`src/rtl/fpx_pkg.sv`:
```
package fpx_pkg;

    localparam int unsigned FPX_NCLS = 5;

    typedef enum int unsigned {
        CLS_INEXACT   = 0,
        CLS_UNDERFLOW = 1,
        CLS_OVERFLOW  = 2,
        CLS_DIVZERO   = 3,
        CLS_INVALID   = 4
    } fpx_cls_e;

    typedef logic [FPX_NCLS-1:0] fpx_vec_t;

    typedef struct packed {
        fpx_vec_t flags;
        fpx_vec_t cause;
        fpx_vec_t enables;
        logic     trap;
    } fpx_state_t;

endpackage

```
`src/rtl/fpx_class_slice.sv`:
```
// One exception class: the flag follows the event, and the cause is the event gated by the enable.
module fpx_class_slice (
    input  logic evt_i,
    input  logic en_i,
    output logic flag_o,
    output logic cause_o
);
    always_comb begin
        flag_o  = evt_i;
        cause_o = evt_i & en_i;
    end
endmodule

```
`src/rtl/fpx_enable_next.sv`:
```
// Next value of the software-owned enable field.
module fpx_enable_next #(
    parameter int unsigned WIDTH = 5
) (
    input  logic             we_i,
    input  logic [WIDTH-1:0] wdata_i,
    input  logic [WIDTH-1:0] cur_i,
    output logic [WIDTH-1:0] next_o
);
    always_comb begin
        next_o = we_i ? wdata_i : cur_i;
    end
endmodule

```
`src/rtl/fpx_trap_reduce.sv`:
```
// Collapses a cause vector into a single trap request.
module fpx_trap_reduce #(
    parameter int unsigned WIDTH = 5
) (
    input  logic [WIDTH-1:0] cause_i,
    output logic             trap_o
);
    always_comb begin
        trap_o = |cause_i;
    end
endmodule

```
`src/rtl/fpx_status_unit.sv`:
```
module fpx_status_unit
    import fpx_pkg::*;
(
    input  logic                clk,
    input  logic                rst_n,
    input  logic                op_done_i,
    input  logic [FPX_NCLS-1:0] raw_evt_i,
    input  logic                en_we_i,
    input  logic [FPX_NCLS-1:0] en_wdata_i,
    output logic [FPX_NCLS-1:0] flags_o,
    output logic [FPX_NCLS-1:0] cause_o,
    output logic [FPX_NCLS-1:0] enables_o,
    output logic                trap_req_o
);
    localparam int unsigned NCLS = FPX_NCLS;

    fpx_state_t state_d, state_q;

    fpx_vec_t new_flags;
    fpx_vec_t new_cause;
    fpx_vec_t en_next;
    logic     new_trap;

    // Per-class decode, always against the enable value held before any same-cycle write.
    for (genvar c = 0; c < NCLS; c++) begin : g_cls
        fpx_class_slice u_slice (
            .evt_i   (raw_evt_i[c]),
            .en_i    (state_q.enables[c]),
            .flag_o  (new_flags[c]),
            .cause_o (new_cause[c])
        );
    end

    fpx_enable_next #(.WIDTH(NCLS)) u_en_next (
        .we_i    (en_we_i),
        .wdata_i (en_wdata_i),
        .cur_i   (state_q.enables),
        .next_o  (en_next)
    );

    fpx_trap_reduce #(.WIDTH(NCLS)) u_trap (
        .cause_i (new_cause),
        .trap_o  (new_trap)
    );

    always_comb begin
        state_d         = state_q;
        state_d.enables = en_next;
        if (op_done_i) begin
            state_d.flags = new_flags;
            state_d.cause = new_cause;
            state_d.trap  = new_trap;
        end
    end

    always_ff @(posedge clk) begin
        if (!rst_n) begin
            state_q <= '0;
        end else begin
            state_q <= state_d;
        end
    end

    assign flags_o    = state_q.flags;
    assign cause_o    = state_q.cause;
    assign enables_o  = state_q.enables;
    assign trap_req_o = state_q.trap;

endmodule

```
`config.mk`:
```
export PLATFORM = sky130hd
export DESIGN_NAME = fpx_status_unit
export DESIGN_NICKNAME = d
export VERILOG_FILES = /design/src/rtl/fpx_pkg.sv /design/src/rtl/fpx_class_slice.sv /design/src/rtl/fpx_enable_next.sv /design/src/rtl/fpx_trap_reduce.sv /design/src/rtl/fpx_status_unit.sv
export SDC_FILE = /design/constraint.sdc
export NUM_CORES = 1
export LEC_CHECK = 0
export BUFFER_PORTS_ARGS = -buffer_cell sky130_fd_sc_hd__buf_2
export CAP_MARGIN = 20
export CORE_UTILIZATION = 38
export DETAILED_ROUTE_END_ITERATION = 10
export PLACE_DENSITY = 0.78
export SETUP_SLACK_MARGIN = 0.02
export SLEW_MARGIN = 10
export SYNTH_ARGS = -nofsm -noshare
export SYNTH_HDL_FRONTEND = slang
export SYNTH_SLANG_ARGS = --single-unit
```
`constraint.sdc`:
```
create_clock -name clk -period 0.9 [get_ports clk]
set_clock_uncertainty 0.05 [all_clocks]
set_input_delay 0.135 -clock clk [delete_from_list [all_inputs] [get_ports clk]]
set_output_delay 0.135 -clock clk [all_outputs]
set_load 0.02 [all_outputs]
```
## Yosys cells after proc, flatten, opt, wreduce, memory -nomap -nowiden

Cells that the tools add are included.

| storage, ports and cells | value |
|---|---|
| flip-flop bits (word level) | 16 |
| bits of input ports | 14 |
| output and inout bits | 16 |

| cells by class | value |
|---|---|
| bitwise logic cells | 5 |
| reduce and logical (&&, ||, !) cells | 1 |

Operator list:

| kind | count |
|---|---|
| AND 1 bit | 5 |
| OR reduction 5 bit | 1 |

## Depth between registers and ports, before layout

| depth | value |
|---|---|
| depth in word-level cells | 2 |
| mapped depth | 4 |

## Cells and area by module

Synthesis repeated with hierarchy kept, for this count alone.

| unflattened totals | value |
|---|---|
| cell total of the unflattened synthesis | 63 |
| area total of the unflattened synthesis | 683.2 um2 |

Modules (own cells, without submodules):

| module | instances | cells each | area an instance (um2) |
|---|---|---|---|
| fpx_status_unit | 1 | 45 | 545.5 |
| fpx_class_slice | 5 | 2 | 13.8 |
| fpx_enable_next | 1 | 5 | 56.3 |
| fpx_trap_reduce | 1 | 3 | 12.5 |

## Worst setup path before layout

OpenSTA, ideal clock, no wires.

| timing | value |
|---|---|
| kind | reg-to-reg |
| from | register state_q (netlist bit enables_o[0]) |
| to | register state_q (netlist bit trap_req_o) |
| arrival | 721 ps |
| required time | 722 ps |
| slack | 0 ps |
| cell stages (with the launch flop) | 3 |
| cell sequence | dfxtp_1 a222oi_1 a31oi_1 |

| on the way | value |
|---|---|
| cells in the longest elaborated chain, start to end | 2 |

RTL lines:

| element | line | source |
|---|---|---|
| start, declared | fpx_status_unit.sv:17 | `fpx_state_t state_d, state_q;` |
| start signal, assigned | fpx_status_unit.sv:60 | `state_q <= state_d;` |
| AND 1 bit | fpx_class_slice.sv:10 | `cause_o = evt_i & en_i;` |
| OR reduction 5 bit | fpx_trap_reduce.sv:9 | `trap_o = \|cause_i;` |

Every way passes these cells.
A chain may end at the register's enable or synchronous reset.

## Worst setup path in the final report

| timing | value |
|---|---|
| from | register state_q (netlist bit enables_o[1]) |
| to | output port enables_o[1] |

RTL lines:

| element | line | source |
|---|---|---|
| end, declared | fpx_status_unit.sv:12 | `output logic [FPX_NCLS-1:0] enables_o,` |

No word-level cell between the ends.

==> impl_metrics.toml <==
[synth]
syn_avg_cell_area_um2 = 10.6
ys_seq_area_share_pct = 47.1
syn_area_um2 = 681
ys_ff_latch = 16
yosys_warnings = 0
synthDistinctLibCells = 17
syn_inst = 64
syn_nets = 78

[worst_setup_path]
reg2reg_slack_ns = -0.14
critPathMaxFanout = 2
crit_arrival_ns = 0.88
worstPathRequired_ns = 0.71
r2r-start = "enables_o[4]"
critPathKind = "reg -> out"
cp-start-kind = "register"
reg2regPathDepth = 3
reg2reg_to = "trap_req_o"
endpoint_kind = "output port"

[sta]
min_period_over_period_pct = 118
worst_pin_slew_ns = 0.313
finalCriticalPeriod_ns = 1.06
max_freq_ghz = 0.942
drv_slew = 0
slew-limit-headroom_pct = 79.1
setup_viol = 18
grt_setup_unrepaired = "true"
hold_violations = 0
layout_setup_ws_ns = -0.161

[global_routing]
grt_usage_pct = 18.7
antenna_found_initial = 0
grt_max_degree = 18
grt_pass1_vias = 540
overflow = 0
grt_pass1_wl_um = 2570

[layout]
syn2layout_area_growth_pct = 54.8
layout_commonest_cell = "buf_6"
final_cell_mix = "buf_6 (20), dfxtp_2 (16), buf_2 (13), nor2b_1 (10), mux2i_1 (9)"
layout.cells.non_filler = 123
fin_area_mm2 = 0.00105
fin_nets = 114
num_antenna_cells = 0
drive_gt1_share_pct = 62.6

[die]
initial_core_util_pct = 42.7
die_height_um = 44.3
dieWidth_um = 44.3
rows = 14
die_area_mm2 = 0.00196
core_mm2 = 0.00159
ioPinCount = 30

[run_status]
failed_checks = "setup timing"
outcome = "complete, but fails checks"

[placement]
place_ws_ns = -0.00287
place_area_um2 = 798
hpwl_um = 947
dpl.cell_count = 110
routabilityCongestion = 0.746
port_buffers = 29

[hold_path]
min_path_type = "in -> reg"
hold_end = "enables_o[1]"
min_from = "en_wdata_i[1]"
min_path_cells = 3

[clock_network]
cts_made_buffers = 3
hold_buffers = 0
cts_tree = "built"
clockRootBuffer = "clkbuf_4"
h-tree-depth = 1
clock_sinks = 16
cts.clk_slew.worst_paths_ns = 0.10
ctsLongestPathBuffers = 2
insertion_delay_ns = 0.29

[power_and_ir_drop]
p_leak_nw = 0.474
swShare_pct = 25.9
max-vdd-ir-drop_uv = 1110
pwr-share-clk_pct = 31.1
p_int_mw = 1.17
pwr-share-comb_pct = 19.7
seqPwrFrac_pct = 49.2
power_density_mw_per_mm2 = 1500
p_sw_uw = 408
fin_total_pwr_mw = 1.58

[route]
drc = 0
num_vias = 580
totalWireLength_um = 1610
antenna_left = 0
first_pass_iters = 4
routed_via_density = 4.72
avgRoutedWirePerCell_um = 13.1
first_iter_violations = 2

[job]
maxCapViolations = 0
[through the flow]
step | utilization (%) | hold slack, ns | setup TNS [ns]
final | 66.1 | 0.0444 | -1.02
after global routing | 66.1 | 0.0655 | -1.59
after CTS | 64.4 | 0.0476 | -0.924
after detailed placement | 50.1 | 0.351 | -0.00287
after global placement | 50.1 | 0.340 | 0
after floorplan | - | 0.223 | 0
[cell families (layout without fill, tap and decap cells)]
kind of cell | after synthesis | count (layout) | synth area share [%]
and+or+nand+nor | 20 | 20 | 17.8
DFF | 16 | 16 | 47.1
muxes | 10 | 10 | 14.7
AOI/OAI and AO/OA | 9 | 9 | 9.74
buffers and inverters | 9 | 44 | 10.7
[cells in the mapped netlist, drive strengths merged]
cell	count	area, um^2
a21boi	5	37.5
a222oi	1	10.0
a22oi	1	7.51
a31oi	1	6.26
buf	8	68.8
clkbuf	1	3.75
dfxtp	16	320
mux2i	10	100
nand2b	5	33.8
nand3	5	25.0
nor2b	10	62.6
o21ai	1	5.00
[sequential cells by signal (all words and copies together) (netlist names)]
name,cells
enables_o,5
trap_req_o,1
flags_o,5
cause_o,5
[critical path: stages (launching register included)]
cell	delay, ns
dfxtp_2	0.34
buf_6	0.12
buf_6	0.12
[final cells by class]
cell class,instances,area [um^2]
Fill cell,132,541
Sequential cell,16,340
Tap cell,24,30.0
Timing Repair Buffer,40,355
Multi-Input combinational cell,39,292
Clock buffer,4,36.3
[per-layer routing]
layer / wire, um / vias up / GRT usage, % / share of wire [%]
met1: 676 / 271 / 22.4 / 42
met5: 0 / - / 0 / 0
li1: - / 285 / - / -
met3: 55 / 4 / 2.45 / 3.4
met4: 38 / 0 / 12.7 / 2.4
met2: 836 / 20 / 30.9 / 52
[repair_timing]
action / CTS / global route
hold endpoints to repair: 0 / 0
endpoints found under the setup margin: 17 / 23
setup buffers: 7 / 2
gates resized for setup: 50 / 5
gates cloned: 0 / 0
[worst max path at each step]
stage | from | end | slack, ns | cells past startpoint
floorplan | enables_o[0] | trap_req_o | 0.02 | 2
global placement | enables_o[0] | trap_req_o | 0.03 | 2
detailed placement | enables_o[0] | trap_req_o | -0.003 | 2
CTS | enables_o[0] | enables_o[0] | -0.14 | 2
global route | enables_o[4] | trap_req_o | -0.22 | 3
finish | enables_o[1] | enables_o[1] | -0.16 | 2
[power groups by stage]
stage | Clock, mW | Sequential [mW] | Combinational [mW]
final | 0.491 | 0.776 | 0.310
after global routing | 0.529 | 0.779 | 0.331
after CTS | 0.489 | 0.774 | 0.293
after detailed placement | 0 | 0.780 | 0.213
after global placement | 0 | 0.778 | 0.209
after floorplan | 0 | 0.805 | 0.128
No activity file was read; power rests on OpenSTA's default activity.
